==> config.mk <==
export PLATFORM = sky130hd
export DESIGN_NAME = ep0_ctrl_handler
export DESIGN_NICKNAME = d
export VERILOG_FILES = /design/src/rtl/usbctl_pkg.sv /design/src/rtl/ep0_req_decode.sv /design/src/rtl/ep0_desc_rom.sv /design/src/rtl/ep0_tx_stream.sv /design/src/rtl/ep0_ctrl_handler.sv
export SDC_FILE = /design/constraint.sdc
export NUM_CORES = 1
export LEC_CHECK = 0
export ABC_AREA = 1
export CORE_ASPECT_RATIO = 0.75
export CORE_MARGIN = 2
export CORE_UTILIZATION = 35
export DETAILED_ROUTE_END_ITERATION = 6
export PLACE_DENSITY = 0.7
export SLEW_MARGIN = 20
export SYNTH_ARGS = -nofsm -noshare
export SYNTH_HDL_FRONTEND = slang
export SYNTH_HIERARCHICAL = 1
export SYNTH_SLANG_ARGS = --single-unit
==> constraint.sdc <==
create_clock -name clk -period 1.7 [get_ports clk]
set_clock_uncertainty 0.05 [all_clocks]
set_input_delay 0.255 -clock clk [delete_from_list [all_inputs] [get_ports clk]]
set_output_delay 0.255 -clock clk [all_outputs]
set_load 0.02 [all_outputs]
==> src/rtl/usbctl_pkg.sv <==
package usbctl_pkg;

    typedef enum logic [1:0] {
        SRC_NONE,
        SRC_DEV,
        SRC_CFG,
        SRC_CFGVAL
    } reply_src_e;

    typedef enum logic [1:0] {
        ACT_NONE,
        ACT_SET_ADDR,
        ACT_SET_CFG
    } pend_act_e;

    // packed: first member is the most significant; req_type sits in bits [7:0]
    typedef struct packed {
        logic [15:0] length;
        logic [15:0] index;
        logic [15:0] value;
        logic [7:0]  request;
        logic [7:0]  req_type;
    } setup_pkt_t;

    typedef struct packed {
        pend_act_e   act;
        logic        stall;
        reply_src_e  src;
        logic [15:0] len;
        logic [7:0]  val;
    } req_decode_t;

    localparam logic [7:0] RT_STD_IN    = 8'h80;
    localparam logic [7:0] RT_STD_OUT   = 8'h00;
    localparam logic [7:0] REQ_SET_ADDR = 8'h05;
    localparam logic [7:0] REQ_GET_DESC = 8'h06;
    localparam logic [7:0] REQ_GET_CFG  = 8'h08;
    localparam logic [7:0] REQ_SET_CFG  = 8'h09;
    localparam logic [7:0] DT_DEVICE    = 8'h01;
    localparam logic [7:0] DT_CONFIG    = 8'h02;
    localparam logic [7:0] CFG_VALUE    = 8'h01;

    localparam int DEV_DESC_LEN = 18;
    localparam int CFG_HDR_LEN  = 9;
    localparam int IF_DESC_LEN  = 9;
    localparam int EP_DESC_LEN  = 7;
    localparam int EP_BASE      = CFG_HDR_LEN + IF_DESC_LEN;

    function automatic logic [15:0] clip_len(input logic [15:0] want,
                                             input logic [15:0] have);
        return (want < have) ? want : have;
    endfunction

    function automatic logic [15:0] cfg_total(input int num_ep);
        return 16'(EP_BASE + EP_DESC_LEN * num_ep);
    endfunction

endpackage

==> src/rtl/ep0_req_decode.sv <==
module ep0_req_decode
    import usbctl_pkg::*;
#(
    parameter int NUM_EP = 2
) (
    input  setup_pkt_t  pkt,
    output req_decode_t dec
);
    localparam logic [15:0] DEV_LEN16 = 16'(DEV_DESC_LEN);
    localparam logic [15:0] CFG_LEN16 = cfg_total(NUM_EP);

    logic idx_zero;
    assign idx_zero = (pkt.index == 16'h0000);

    always_comb begin
        dec.act   = ACT_NONE;
        dec.stall = 1'b1;
        dec.src   = SRC_NONE;
        dec.len   = 16'h0000;
        dec.val   = pkt.value[7:0];
        unique case (pkt.request)
            REQ_GET_DESC: begin
                if (pkt.req_type == RT_STD_IN && idx_zero) begin
                    if (pkt.value[15:8] == DT_DEVICE) begin
                        dec.stall = 1'b0;
                        dec.src   = SRC_DEV;
                        dec.len   = clip_len(pkt.length, DEV_LEN16);
                    end else if (pkt.value[15:8] == DT_CONFIG && pkt.value[7:0] == 8'h00) begin
                        dec.stall = 1'b0;
                        dec.src   = SRC_CFG;
                        dec.len   = clip_len(pkt.length, CFG_LEN16);
                    end
                end
            end
            REQ_GET_CFG: begin
                if (pkt.req_type == RT_STD_IN && idx_zero && pkt.value == 16'h0000) begin
                    dec.stall = 1'b0;
                    dec.src   = SRC_CFGVAL;
                    dec.len   = clip_len(pkt.length, 16'd1);
                end
            end
            REQ_SET_ADDR: begin
                if (pkt.req_type == RT_STD_OUT && idx_zero && pkt.value[15:7] == 9'h000) begin
                    dec.stall = 1'b0;
                    dec.act   = ACT_SET_ADDR;
                end
            end
            REQ_SET_CFG: begin
                if (pkt.req_type == RT_STD_OUT && idx_zero && pkt.value[15:8] == 8'h00 &&
                    (pkt.value[7:0] == 8'h00 || pkt.value[7:0] == CFG_VALUE)) begin
                    dec.stall = 1'b0;
                    dec.act   = ACT_SET_CFG;
                end
            end
            default: ;
        endcase
    end

endmodule

==> src/rtl/ep0_desc_rom.sv <==
module ep0_desc_rom
    import usbctl_pkg::*;
#(
    parameter int          PKT_MAX    = 64,
    parameter int          NUM_EP     = 2,
    parameter logic [15:0] VENDOR_ID  = 16'hABCD,
    parameter logic [15:0] PRODUCT_ID = 16'h0102,
    parameter int          BULK_MPS   = 512
) (
    input  reply_src_e  src,
    input  logic [15:0] idx,
    input  logic        configured,
    output logic [7:0]  data
);
    localparam logic [15:0] CFG_LEN16 = cfg_total(NUM_EP);
    localparam logic [15:0] MPS16     = 16'(BULK_MPS);

    logic [7:0] dev_byte;
    logic [7:0] head_byte;
    logic [7:0] ep_byte [NUM_EP];
    logic [NUM_EP-1:0] ep_hit;

    always_comb begin
        dev_byte = 8'h00;
        if (idx < 16'(DEV_DESC_LEN)) begin
            case (idx[4:0])
                5'd0:  dev_byte = 8'(DEV_DESC_LEN);
                5'd1:  dev_byte = DT_DEVICE;
                5'd3:  dev_byte = 8'h02;
                5'd7:  dev_byte = 8'(PKT_MAX);
                5'd8:  dev_byte = VENDOR_ID[7:0];
                5'd9:  dev_byte = VENDOR_ID[15:8];
                5'd10: dev_byte = PRODUCT_ID[7:0];
                5'd11: dev_byte = PRODUCT_ID[15:8];
                5'd13: dev_byte = 8'h01;
                5'd17: dev_byte = 8'h01;
                default: dev_byte = 8'h00;
            endcase
        end
    end

    always_comb begin
        head_byte = 8'h00;
        if (idx < 16'(EP_BASE)) begin
            case (idx[4:0])
                5'd0:  head_byte = 8'(CFG_HDR_LEN);
                5'd1:  head_byte = DT_CONFIG;
                5'd2:  head_byte = CFG_LEN16[7:0];
                5'd3:  head_byte = CFG_LEN16[15:8];
                5'd4:  head_byte = 8'h01;
                5'd5:  head_byte = CFG_VALUE;
                5'd7:  head_byte = 8'h80;
                5'd8:  head_byte = 8'd50;
                5'd9:  head_byte = 8'(IF_DESC_LEN);
                5'd10: head_byte = 8'h04;
                5'd13: head_byte = 8'(NUM_EP);
                5'd14: head_byte = 8'hFF;
                default: head_byte = 8'h00;
            endcase
        end
    end

    for (genvar e = 0; e < NUM_EP; e++) begin : g_ep
        localparam logic [15:0] BASE  = 16'(EP_BASE + EP_DESC_LEN * e);
        localparam logic [7:0]  EADDR = ((e % 2) == 0) ? 8'(8'h80 | (e + 1)) : 8'(e + 1);
        logic [15:0] off;
        assign off       = idx - BASE;
        assign ep_hit[e] = (idx >= BASE) && (idx < BASE + 16'(EP_DESC_LEN));
        always_comb begin
            case (off[2:0])
                3'd0: ep_byte[e] = 8'(EP_DESC_LEN);
                3'd1: ep_byte[e] = 8'h05;
                3'd2: ep_byte[e] = EADDR;
                3'd3: ep_byte[e] = 8'h02;
                3'd4: ep_byte[e] = MPS16[7:0];
                3'd5: ep_byte[e] = MPS16[15:8];
                default: ep_byte[e] = 8'h00;
            endcase
        end
    end

    always_comb begin
        data = 8'h00;
        unique case (src)
            SRC_DEV:    data = dev_byte;
            SRC_CFGVAL: data = {7'h00, configured};
            SRC_CFG: begin
                data = head_byte;
                for (int e = 0; e < NUM_EP; e++) begin
                    if (ep_hit[e]) data = ep_byte[e];
                end
            end
            default: data = 8'h00;
        endcase
    end

endmodule

==> src/rtl/ep0_tx_stream.sv <==
module ep0_tx_stream
    import usbctl_pkg::*;
#(
    parameter int PKT_MAX = 64
) (
    input  logic        clk,
    input  logic        rst,
    input  logic        load,
    input  reply_src_e  load_src,
    input  logic [15:0] load_len,
    input  logic        start,
    output reply_src_e  rom_src,
    output logic [15:0] rom_idx,
    input  logic [7:0]  rom_byte,
    output logic        tx_valid,
    output logic [7:0]  tx_data,
    output logic        tx_last,
    output logic        tx_zlp,
    output logic        busy
);
    localparam int          CNT_W = $clog2(PKT_MAX + 1);
    localparam logic [15:0] PKT16 = 16'(PKT_MAX);

    reply_src_e       src_q;
    logic [15:0]      ptr_q;
    logic [15:0]      remain_q;
    logic [CNT_W-1:0] pkt_left_q;
    logic             streaming_q;
    logic             zlp_q;

    always_ff @(posedge clk) begin
        if (rst) begin
            src_q       <= SRC_NONE;
            ptr_q       <= 16'h0000;
            remain_q    <= 16'h0000;
            pkt_left_q  <= '0;
            streaming_q <= 1'b0;
            zlp_q       <= 1'b0;
        end else begin
            zlp_q <= 1'b0;
            if (load) begin
                src_q       <= load_src;
                ptr_q       <= 16'h0000;
                remain_q    <= load_len;
                streaming_q <= 1'b0;
            end else if (streaming_q) begin
                ptr_q      <= ptr_q + 16'd1;
                remain_q   <= remain_q - 16'd1;
                pkt_left_q <= pkt_left_q - CNT_W'(1);
                if (pkt_left_q == CNT_W'(1)) streaming_q <= 1'b0;
            end else if (start) begin
                if (remain_q == 16'h0000) begin
                    zlp_q <= 1'b1;
                end else begin
                    streaming_q <= 1'b1;
                    pkt_left_q  <= (remain_q > PKT16) ? CNT_W'(PKT_MAX) : CNT_W'(remain_q);
                end
            end
        end
    end

    assign rom_src  = src_q;
    assign rom_idx  = ptr_q;
    assign tx_valid = streaming_q;
    assign tx_data  = streaming_q ? rom_byte : 8'h00;
    assign tx_last  = streaming_q && (pkt_left_q == CNT_W'(1));
    assign tx_zlp   = zlp_q;
    assign busy     = streaming_q;


    pkt_contig_chk: assert property (@(posedge clk) disable iff (rst)
        (tx_valid && !tx_last && !load) |=> tx_valid);


    remain_mono_chk: assert property (@(posedge clk) disable iff (rst)
        !load |=> (remain_q <= $past(remain_q)));


    zlp_excl_chk: assert property (@(posedge clk) disable iff (rst)
        !(tx_zlp && tx_valid));

endmodule

==> src/rtl/ep0_ctrl_handler.sv <==
module ep0_ctrl_handler
    import usbctl_pkg::*;
#(
    parameter int          PKT_MAX    = 64,
    parameter int          NUM_EP     = 2,
    parameter logic [15:0] VENDOR_ID  = 16'hABCD,
    parameter logic [15:0] PRODUCT_ID = 16'h0102,
    parameter int          BULK_MPS   = 512
) (
    input  logic        clk,
    input  logic        rst,
    input  logic        bus_reset,
    input  logic        setup_valid,
    input  logic [63:0] setup_data,
    input  logic        in_req,
    input  logic        status_req,
    output logic        tx_valid,
    output logic [7:0]  tx_data,
    output logic        tx_last,
    output logic        tx_zlp,
    output logic        tx_stall,
    output logic        hs_ack,
    output logic        hs_stall,
    output logic [6:0]  dev_addr,
    output logic        dev_configured
);
    logic        rst_any;
    req_decode_t dec;
    reply_src_e  rom_src;
    logic [15:0] rom_idx;
    logic [7:0]  rom_byte;
    logic        busy;
    logic        start;

    logic        stall_q;
    pend_act_e   pend_q;
    logic [7:0]  pend_val_q;
    logic [6:0]  addr_q;
    logic        cfg_q;
    logic        tx_stall_q;
    logic        hs_ack_q;
    logic        hs_stall_q;

    assign rst_any = rst | bus_reset;
    assign start   = in_req && !stall_q && !busy;

    ep0_req_decode #(.NUM_EP(NUM_EP)) u_dec (
        .pkt (setup_pkt_t'(setup_data)),
        .dec (dec)
    );

    ep0_desc_rom #(
        .PKT_MAX(PKT_MAX), .NUM_EP(NUM_EP), .VENDOR_ID(VENDOR_ID),
        .PRODUCT_ID(PRODUCT_ID), .BULK_MPS(BULK_MPS)
    ) u_rom (
        .src        (rom_src),
        .idx        (rom_idx),
        .configured (cfg_q),
        .data       (rom_byte)
    );

    ep0_tx_stream #(.PKT_MAX(PKT_MAX)) u_stream (
        .clk      (clk),
        .rst      (rst_any),
        .load     (setup_valid),
        .load_src (dec.stall ? SRC_NONE : dec.src),
        .load_len (dec.stall ? 16'h0000 : dec.len),
        .start    (start),
        .rom_src  (rom_src),
        .rom_idx  (rom_idx),
        .rom_byte (rom_byte),
        .tx_valid (tx_valid),
        .tx_data  (tx_data),
        .tx_last  (tx_last),
        .tx_zlp   (tx_zlp),
        .busy     (busy)
    );

    always_ff @(posedge clk) begin
        if (rst_any) begin
            stall_q    <= 1'b0;
            pend_q     <= ACT_NONE;
            pend_val_q <= 8'h00;
            addr_q     <= 7'h00;
            cfg_q      <= 1'b0;
            tx_stall_q <= 1'b0;
            hs_ack_q   <= 1'b0;
            hs_stall_q <= 1'b0;
        end else begin
            tx_stall_q <= 1'b0;
            hs_ack_q   <= 1'b0;
            hs_stall_q <= 1'b0;
            if (setup_valid) begin
                stall_q    <= dec.stall;
                pend_q     <= dec.stall ? ACT_NONE : dec.act;
                pend_val_q <= dec.val;
            end else begin
                if (in_req && stall_q) tx_stall_q <= 1'b1;
                if (status_req) begin
                    if (stall_q) begin
                        hs_stall_q <= 1'b1;
                    end else begin
                        hs_ack_q <= 1'b1;
                        pend_q   <= ACT_NONE;
                        unique case (pend_q)
                            ACT_SET_ADDR: addr_q <= pend_val_q[6:0];
                            ACT_SET_CFG:  cfg_q  <= (pend_val_q != 8'h00);
                            default: ;
                        endcase
                    end
                end
            end
        end
    end

    assign tx_stall       = tx_stall_q;
    assign hs_ack         = hs_ack_q;
    assign hs_stall       = hs_stall_q;
    assign dev_addr       = addr_q;
    assign dev_configured = cfg_q;


    addr_hold_chk: assert property (@(posedge clk) disable iff (rst)
        (!$past(status_req) && !$past(bus_reset)) |-> $stable(dev_addr));


    reset_default_chk: assert property (@(posedge clk) disable iff (rst)
        bus_reset |=> (dev_addr == 7'h00 && !dev_configured && !tx_valid));


    cfg_on_ack_chk: assert property (@(posedge clk) disable iff (rst)
        (!$stable(dev_configured) && !$past(bus_reset)) |-> hs_ack);


    answer_excl_chk: assert property (@(posedge clk) disable iff (rst)
        $onehot0({tx_valid, tx_zlp, tx_stall}));


    status_excl_chk: assert property (@(posedge clk) disable iff (rst)
        !(hs_ack && hs_stall));

endmodule

### Word level (Yosys, flattened, before mapping)

Memory sizes are Yosys's and may differ from the RTL's. A register that Yosys moved wholly into a read port is not among the register bits.
Cells that the tools add are included.

* register bits: 65
* ROM bits: 384
* logic and storage cells: 142
* memories kept: 2

* add/sub/neg operators: 5
* order comparisons: 9
* eq/ne operators: 24
* muxes and demuxes: 45
* bitwise operators: 5
* reduce and logical (&&, ||, !) cells: 38

Memories
* (name not given): words 32, width 8, rd ports 1, clocked after Yosys merged registers in 1, write ports 0, RTL line ep0_desc_rom.sv:26 `case (idx[4:0])`
* (name not given): words 16, width 8, rd ports 1, clocked after Yosys merged registers in 1, write ports 0, RTL line ep0_desc_rom.sv:45 `case (idx[4:0])`

Operators with widths (number)
* two-way mux 16 bit: 6
* two-way mux 19 bit: 4
* zero test 16 bit: 3
* < comparator 16 x 5 -> 1 bit, second input constant: 3
* two-way mux 8 bit: 6
* case mux 18 bit (2 select lines): 1
* greater-or-equal comparator 16 x 5 -> 1 bit, second input constant: 2
* < comparator 16 x 6 -> 1 bit, second input constant: 2
* case mux 8 bit (4 select lines): 1
* two-way mux 7 bit: 4
* zero test 8 bit: 3
* case mux 8 bit (3 select lines): 1
* adder 16 x 1 -> 16 bit, second input constant: 1
* == test 8 x 1 -> 1 bit, second input constant: 2
* == test 8 x 3 -> 1 bit, second input constant: 2
* == test 8 x 4 -> 1 bit, second input constant: 2
* > comparator 16 x 7 -> 1 bit, second input constant: 1
* < comparator 16 x 1 -> 1 bit, second input constant: 1
* subtractor 16 x 1 -> 16 bit, second input constant: 1
* logical AND 1 bit: 13
* == test 3 x 2 -> 1 bit, second input constant: 4
* two-way mux 2 bit: 6
* two-way mux 5 bit: 2
* zero test 9 bit: 1
* 31 further kinds: 54

### Depth between registers and ports, before layout

Gate-level depths: netlist (run 1).

* depth in word-level cells: 8
* depth in mapped cells: 15
* gate-level depth less buffers: 15

### By module

Netlist (run 1), hierarchy kept.

By module, submodules not included
* ep0_tx_stream: instances 1, cells each 401, area each 2567.5 sq um, seq. area each 860.8 sq um
* ep0_ctrl_handler: instances 1, cells each 155, area each 1011.0 sq um, seq. area each 440.4 sq um
* ep0_req_decode: instances 1, cells each 160, area each 785.8 sq um, seq. area each 0.0 sq um
* ep0_desc_rom: instances 1, cells each 141, area each 770.7 sq um, seq. area each 0.0 sq um

### Least setup slack after synthesis (run 1)

No wires, ideal clock.

* path kind: reg2out
* from: reg u_stream.ptr_q[1], in the netlist u_stream/rom_idx[1]
* to: out tx_data[4]
* arrival: 1.642 ns
* data required time: 1.395 ns
* path slack: -0.247 ns
* cell stages (with the launch flop): 14
* buffers on the path: 0
* cells stage by stage: dfxtp_1 -> inv_1 -> ha_1 -> nand2_2 -> inv_2 -> nand2_1 -> nand2_1 -> nand2_2 -> nor2_4 -> nor2_2 -> nand3b_1 -> a21oi_1 -> nand2_1 -> inv_1

* cells in the longest elaborated chain, start to end: 6
* elaborated cells on any way between the ends: 13

RTL lines
* start: declaration: RTL line ep0_tx_stream.sv:25 `logic [15:0] ptr_q;`
* start signal: assignment: RTL line ep0_tx_stream.sv:47 `ptr_q <= ptr_q + 16'd1;`
* < comparator 16 x 5 -> 1 bit (tied with other cells): RTL line ep0_desc_rom.sv:25, ep0_desc_rom.sv:44
* two-way mux 8 bit / logical AND 1 bit (equally long branches): RTL line ep0_desc_rom.sv:44, ep0_desc_rom.sv:68
* two-way mux 8 bit (2 in a row): RTL line ep0_desc_rom.sv:90 `if (ep_hit[e]) data = ep_byte[e];`
* case mux 8 bit (3 select lines) *: RTL line ep0_desc_rom.sv:84 `unique case (src)`
* via rom_byte[4]: RTL line ep0_ctrl_handler.sv:31 `logic [7:0] rom_byte;`
* two-way mux 8 bit *: RTL line ep0_tx_stream.sv:65 `assign tx_data = streaming_q ? rom_byte : 8'h00;`
* end: declaration: RTL line ep0_ctrl_handler.sv:18 `output logic [7:0] tx_data,`

The timed path passes the listed nets; every way through them passes the cells marked *.

### Final worst setup path (run 1)

* from: reg u_stream.ptr_q[0], in the netlist u_stream/rom_idx[0]
* to: out tx_data[5]

Same word-level chain as after synthesis.

==> results.json, run 1 <==
{
  "status": "complete, but fails checks",
  "violations": "negative setup slack",
  "drive_above_1_share_pct": 34.64,
  "clkPwrFrac_pct": 51.0,
  "coreArea_um2": 14410,
  "first_pass_iters": 5,
  "synth_top_area_share_pct": 25.34,
  "fmaxAchievable_mhz": 454.2,
  "grt_pass1_vias": 5537,
  "yosysUniqueCellTypes": 45,
  "setup_violations": 10,
  "switching_power_mw": 0.9637,
  "cts.sinks": 65,
  "synth-main-ff-cell": "dfxtp_1",
  "power_density_nw_per_um2": 513.6,
  "final_nets": 1148,
  "arrival_ns": 1.90,
  "pin_count": 92,
  "cts_inserted_buffers": 9,
  "overflow": 0,
  "postRouteAntennaNets": 0,
  "power_leakage_nw": 3.721,
  "placed_cells": 1226,
  "worst_slack_ns": -0.5017,
  "synth_edf_count": 0,
  "vias_per_cell": 4.627,
  "area_growth_pct": 51.66,
  "yosysWarnings": 6,
  "synth.area.top_cells": "dfxtp_1 (25%), nand2_1 (15%), nor2_1 (11%), inv_1 (8.6%), nand3_1 (4.5%)",
  "slew_violations": 0,
  "hold_ws_ns": 0.1785,
  "tns_ns": -3.857,
  "wl_met2_um": 6793,
  "p_int_mw": 3.036,
  "holdCritPathClass": "in -> reg",
  "dieArea_um2": 15670,
  "num_rows": 38,
  "async_flop_share_pct": 0,
  "num_vias": 5881,
  "totalWireLength_um": 14970,
  "grt_max_degree": 27,
  "drc": 0,
  "synthCells": 857,
  "wl_met3_um": 881,
  "wl_met1_um": 7065,
  "drt_iter0_drc": 281,
  "grt_use_total_pct": 19.59,
  "critPathLaunchType": "flip-flop",
  "hold_viol_final": 0,
  "die_w_um": 143.9,
  "die_h_um": 108.9,
  "yosysTopAreaCell": "dfxtp_1",
  "crit_required_ns": 1.39,
  "routabilityCongestion": 0.9005,
  "root_buffer": "clkbuf_16",
  "yosysSeqAreaShare_pct": 25.34,
  "drv_cap": 0,
  "h-tree-depth": 3,
  "swShare_pct": 24.09,
  "clk_pin_slew_ns": 0.06,
  "antenna_found_initial": 0,
  "cts_tree": "done",
  "dp_hpwl_um": 10960,
  "pwr-share-comb_pct": 10.6,
  "wl_per_cell_um": 11.78,
  "numPortBuffers": 91,
  "layout_min_cycle_time_ns": 2.202,
  "rsz0062_at_grt": "yes",
  "instances_no_fill": 1271,
  "grt_pass1_wl_um": 24760,
  "netlist_area_um2": 5135,
  "highest_layer": "met4",
  "avgSynthCellArea_um2": 5.992,
  "synth_seq_cells": 65,
  "cts_buffer_depth": 2,
  "critPathKind": "reg -> out",
  "critPathMaxFanout": 5,
  "ir_drop_mv": 0.4940,
  "fin_crit_sh_pct": 129.5,
  "antenna_cells": 0,
  "clk_latency_ns": 0.34,
  "crit_path_end_kind": "output port",
  "p_seq_share_pct": 38.4,
  "place_ws_ns": -0.6402,
  "n_fill_cell": 1372,
  "initial_core_util_pct": 35.64
}
## Yosys cell counts (2+ instances only)
| master | instances |
|---|---|
| or2_1 | 2 |
| nor3_4 | 2 |
| nand3_2 | 7 |
| a31oi_1 | 7 |
| nand2_1 | 210 |
| nand3b_1 | 6 |
| dfxtp_1 | 65 |
| buf_2 | 12 |
| nor2_1 | 157 |
| a22oi_1 | 10 |
| o21ai_1 | 4 |
| o22ai_1 | 2 |
| o21a_1 | 3 |
| buf_4 | 21 |
| nor4_1 | 2 |
| o21ai_0 | 30 |
| buf_6 | 3 |
| nand3_1 | 46 |
| ha_1 | 12 |
| inv_1 | 117 |
| xor2_1 | 7 |
| a21oi_1 | 43 |
| nor2_2 | 16 |
| nand2_2 | 12 |
| inv_2 | 8 |
| nand4_1 | 12 |
| nor3_1 | 12 |
| nor2_4 | 12 |
## per-stage QoR
| step | cell area [um2] | utilization [%] | power [mW] |
|---|---|---|---|
| 3_3_place_gp | 6992 | 48.53 | 1.991 |
| 3_5_place_dp | 6992 | 48.53 | 1.997 |
| 6_report | 7787 | 54.06 | 4.000 |
| 4_1_cts | 7626 | 52.94 | 4.028 |
| 5_1_grt | 7787 | 54.06 | 4.163 |
| 2_1_floorplan | 5238 | - | 1.752 |
## logic make-up after synthesis
logic type	count (synthesis)	share of synthesized area [%]
XOR/XNOR	8	1.365
AND/OR/NAND/NOR	502	44.47
adder cells (fa/ha/maj)	12	2.924
flip-flops	65	25.34
buffers and inverters	165	14.38
other	1	0.07303
AO/OA/AOI/OAI	104	11.45
## worst max-delay path, cell delays in order, from the launching register on
cell     delay (ns)
dfxtp_4        0.37
inv_6          0.08
ha_4           0.14
inv_2          0.04
o21ai_2        0.12
nand2_1        0.08
nand2_2        0.08
nor2_4         0.05
nor2_4         0.14
nand3_1        0.08
a21oi_1        0.14
nand2_1        0.08
inv_2          0.05
buf_6          0.10
## cell usage in the layout (no fill, tap or decap), types with 4 or more instances in the layout
cell type and n:
inv_6 5, inv_2 27, conb_1 10, nand3_1 41
buf_4 121, nand3_2 8, nor2_1 124, nand3b_1 6
inv_1 96, xor2_1 7, nand4_1 12, o21ai_0 25
a21oi_1 40, nor2_4 32, clkbuf_2 42, o21ai_1 6
nand2_1 192, nor3_1 10, clkbuf_16 9, dlymetal6s2s_1 10
a22oi_1 10, buf_12 4, a31oi_1 7, nor2_2 29
clkdlybuf4s15_1 8, buf_6 21, ha_1 6, clkdlybuf4s50_1 18
ha_4 4, nand2_2 25, nand3_4 5, nand2_4 5
dfxtp_1 59
## flip-flops by register name (all words and copies together), names as in the netlist
name,count
dev_configured,1
u_stream/busy,1
stall_q,1
u_stream/rom_idx,16
u_stream/rom_src,2
pend_q,2
pend_val_q,8
hs_ack,1
u_stream/remain_q,16
dev_addr,7
hs_stall,1
u_stream/pkt_left_q,7
u_stream/tx_zlp,1
tx_stall,1
## final cells by class
cell class / instances / area, um2 / share of cell area [%]
timing repair buffer: 227 / 1843 / 23.67
multi-input combinational: 636 / 3563 / 45.76
inverter: 127 / 489.2 / 6.282
clock inverter: 7 / 100.1 / 1.285
tap: 200 / 250.2 / 3.213
sequential: 65 / 1316 / 16.90
clock buffer: 9 / 225.2 / 2.892
## routing by layer
layer,vias to the layer above,track usage (%)
li1,3091,-
met3,22,3.689
met2,155,32.01
met4,0,6.022
met1,2613,26.27
met5,-,0
## power groups by stage
| stage | combinational, mW | clock (mW) | sequential (mW) |
|---|---|---|---|
| 6_report | 0.422 | 2.04 | 1.54 |
| 5_1_grt | 0.465 | 2.16 | 1.54 |
| 4_1_cts | 0.402 | 2.09 | 1.54 |
| 3_5_place_dp | 0.426 | 0 | 1.57 |
| 3_3_place_gp | 0.420 | 0 | 1.57 |
| 2_1_floorplan | 0.179 | 0 | 1.57 |
## final timing paths
kind                                    start  depth (start not counted)  slack [ns]                                 to
max          u_stream/rom_idx[0]$_SDFFE_PP0P_                         13       -0.50                         tx_data[5]
min                            setup_data[18]                          3        0.18         pend_val_q[2]$_SDFFE_PP0P_
max reg2reg  u_stream/rom_idx[0]$_SDFFE_PP0P_                         10       -0.01  u_stream/rom_idx[14]$_SDFFE_PP0P_
min reg2reg        pend_val_q[7]$_SDFFE_PP0P_                          2        0.40         pend_val_q[7]$_SDFFE_PP0P_
## what timing repair did
item	in CTS	in global routing
cloned	1	0
hold buffers	0	0
endpoints found under the setup margin	29	34
resized for setup	170	175
pin swaps	84	106
buffers inserted	22	7
endpoints found under the hold margin	0	0
No activity file was read; power rests on OpenSTA's default activity.
==> run 2: changes to the inputs <==
Settings changed: CORE_ASPECT_RATIO 0.75 to unset, CTS_CLUSTER_DIAMETER set to 150.
==> run 2 against run 1 <==
Compared with the run above:
- the flow still finishes with violations (negative setup slack)
- highest routed layer unchanged
- hold slack gained 0.12 ns
- cell count down 1.4%
- global-route usage fell by 1.7 points
- sequential share of layout area hardly changed
- via count fell by 0.97%
- non-clock buffer count shrank 2
- die area is essentially flat
- largest cell class unchanged
==> results.json, run 2 (synthesis gave the netlist of run 1 again) <==
{
  "first_pass_iters": 5,
  "postRouteAntennaNets": 0,
  "h-tree-depth": 3,
  "worst_slack_ns": -0.5191,
  "hold_buffers": 0,
  "clk_pin_slew_ns": 0.06,
  "final_nets": 1146,
  "rsz0062_at_grt": "yes",
  "holdCritPathClass": "in -> reg",
  "totalWireLength_um": 14430,
  "reg2reg_to": "u_stream/rom_idx[14]$_SDFFE_PP0P_",
  "r2r_cells": 10,
  "num_vias": 5824,
  "wl_met3_um": 501,
  "grt_max_degree": 22,
  "cts_inserted_buffers": 9,
  "power_leakage_nw": 3.732,
  "grt_pass1_vias": 5500,
  "wl_met2_um": 7191,
  "dieArea_um2": 15660,
  "cts_buffer_depth": 2,
  "num_rows": 44,
  "die_h_um": 125.1,
  "grt_use_total_pct": 17.90,
  "slew_violations": 0,
  "crit_required_ns": 1.39,
  "crit_buf_inv": 5,
  "wl_met1_um": 6490,
  "critPathSlowestCell": "dfxtp_4",
  "setup_violations": 8,
  "n_fill_cell": 1391,
  "highest_layer": "met4",
  "endpoint": "tx_data[1]",
  "cp_num_cells": 15,
  "area_growth_pct": 51.10,
  "cts.sinks": 65,
  "crit_path_cell_trace": "inv_6 -> ha_4 -> inv_2 -> o21ai_2 -> nand2_1 -> nand2_2 -> nor2_4 -> inv_2 -> nor2_2 -> nor2_1 -> nand2_1 -> nand2_1 -> nand2_1 -> inv_2 -> buf_6",
  "violations": "negative setup slack",
  "grt_pass1_wl_um": 23920,
  "layout_common_cells": "nand2_1 (194), nor2_1 (130), buf_4 (126)",
  "max_stage_delay_ns": 0.40,
  "fin_crit_sh_pct": 130.5,
  "vias_per_cell": 4.648,
  "hold_viol_final": 0,
  "tns_ns": -3.978,
  "dp_hpwl_um": 10440,
  "crit_path_end_kind": "output port",
  "crit_start": "u_stream/rom_idx[0]$_SDFFE_PP0P_",
  "pin_count": 92,
  "drc": 0,
  "layout_min_cycle_time_ns": 2.219,
  "ir_drop_mv": 0.3883,
  "overflow": 0,
  "status": "complete, but fails checks",
  "critPathMaxFanout": 5,
  "final_common_cell": "nand2_1",
  "fmaxAchievable_mhz": 450.6,
  "initial_core_util_pct": 35.60,
  "antenna_found_initial": 0,
  "numPortBuffers": 91,
  "drive_above_1_share_pct": 30.96,
  "critPathTopFamily": "simple AND/OR/NAND/NOR gates",
  "critPathKind": "reg -> out",
  "wl_per_cell_um": 11.52,
  "clk_latency_ns": 0.34,
  "arrival_ns": 1.91,
  "critPathLaunchType": "flip-flop",
  "placed_area_um2": 6932,
  "crit_path_frequent_cell": "nand2_1",
  "cts_tree": "done",
  "power_density_nw_per_um2": 508.8,
  "routabilityCongestion": 0.8764,
  "die_w_um": 125.1,
  "drt_iter0_drc": 341,
  "root_buffer": "clkbuf_16",
  "drv_cap": 0,
  "reg2reg_from": "u_stream/rom_idx[0]$_SDFFE_PP0P_",
  "antenna_cells": 0,
  "r2r_slack_ns": 0.03,
  "fin_area_um2": 7759,
  "coreArea_um2": 14420
}
==> run 2: cell types whose count changed in the layout (fill, tap and decap cells not counted), moves of 6 or more <==
| cell | previous run | this run |
|---|---|---|
| buf_6 | 21 | 13 |
| clkbuf_2 | 42 | 15 |
| clkdlybuf4s15_1 | 8 | 15 |
| dlygate4sd2_1 | 2 | 20 |
| nor2_1 | 124 | 130 |
| nor2_4 | 32 | 26 |
==> run 2: layout make-up <==
cell class	instances	area, um2	area share [%]
Tap cell	184	230.2	2.967
Clock buffer	10	250.2	3.225
Timing Repair Buffer	225	1901	24.50
Inverter	127	494.2	6.370
Clock inverter	6	72.57	0.9353
Multi-Input combinational cell	636	3497	45.07
Sequential cell	65	1314	16.93
==> run 2: how the worst min path moves through the flow <==
stage | start | endpoint | slack (ns) | cells past startpoint
after floorplan | status_req | hs_ack$_SDFF_PP0_ | 0.35 | 2
after global placement | pend_val_q[7]$_SDFFE_PP0P_ | pend_val_q[7]$_SDFFE_PP0P_ | 0.39 | 2
after detailed placement | pend_val_q[7]$_SDFFE_PP0P_ | pend_val_q[7]$_SDFFE_PP0P_ | 0.40 | 2
after CTS | setup_data[19] | pend_val_q[3]$_SDFFE_PP0P_ | 0.31 | 3
after global routing | setup_data[22] | pend_val_q[6]$_SDFFE_PP0P_ | 0.32 | 3
final | setup_data[22] | pend_val_q[6]$_SDFFE_PP0P_ | 0.30 | 3
==> run 2: worst register-to-register path, delay by kind of cell, from the launching register on <==
family	cells	cell delay, ns
adders and majority gates	1	0.13
buffers and inverters	3	0.26
and+or+nand+nor	6	0.76
DFF	1	0.40
==> run 2: power by group <==
part / total, mW / internal [mW] / leakage [nW] / switching (mW)
sequential: 1.54 / 1.53 / 0.529 / 0.00489
clock: 1.99 / 1.24 / 0.160 / 0.745
combinational: 0.423 / 0.213 / 3.04 / 0.210
total: 3.95 / 2.99 / 3.73 / 0.960
==> run 2: per-stage QoR <==
| stage | total power, mW | hold slack, ns | worst slack, ns | utilization (%) | cells |
|---|---|---|---|---|---|
| CTS | 3.961 | 0.3070 | -0.5656 | 51.50 | 1240 |
| global route | 4.098 | 0.3206 | -0.6611 | 53.79 | 1253 |
| floorplan | 1.752 | 0.3481 | -0.008246 | - | 866 |
| finish | 3.948 | 0.2999 | -0.5191 | 53.79 | 1253 |
| detailed placement | 1.989 | 0.4009 | -0.6329 | 48.06 | 1208 |
| global placement | 1.984 | 0.3926 | -0.6088 | 48.06 | 1208 |
==> run 2: repair_timing <==
action | in CTS | in global routing
gates cloned | 1 | 0
setup buffers | 15 | 14
pin swaps | 73 | 85
endpoints found under the setup margin | 22 | 27
resized for setup | 141 | 129
==> run 2: metal layers <==
metal	up-vias	global-route usage, %
li1	3071	-
met1	2607	22.26
met2	124	31.68
met3	22	2.910
met4	0	5.556
met5	-	0
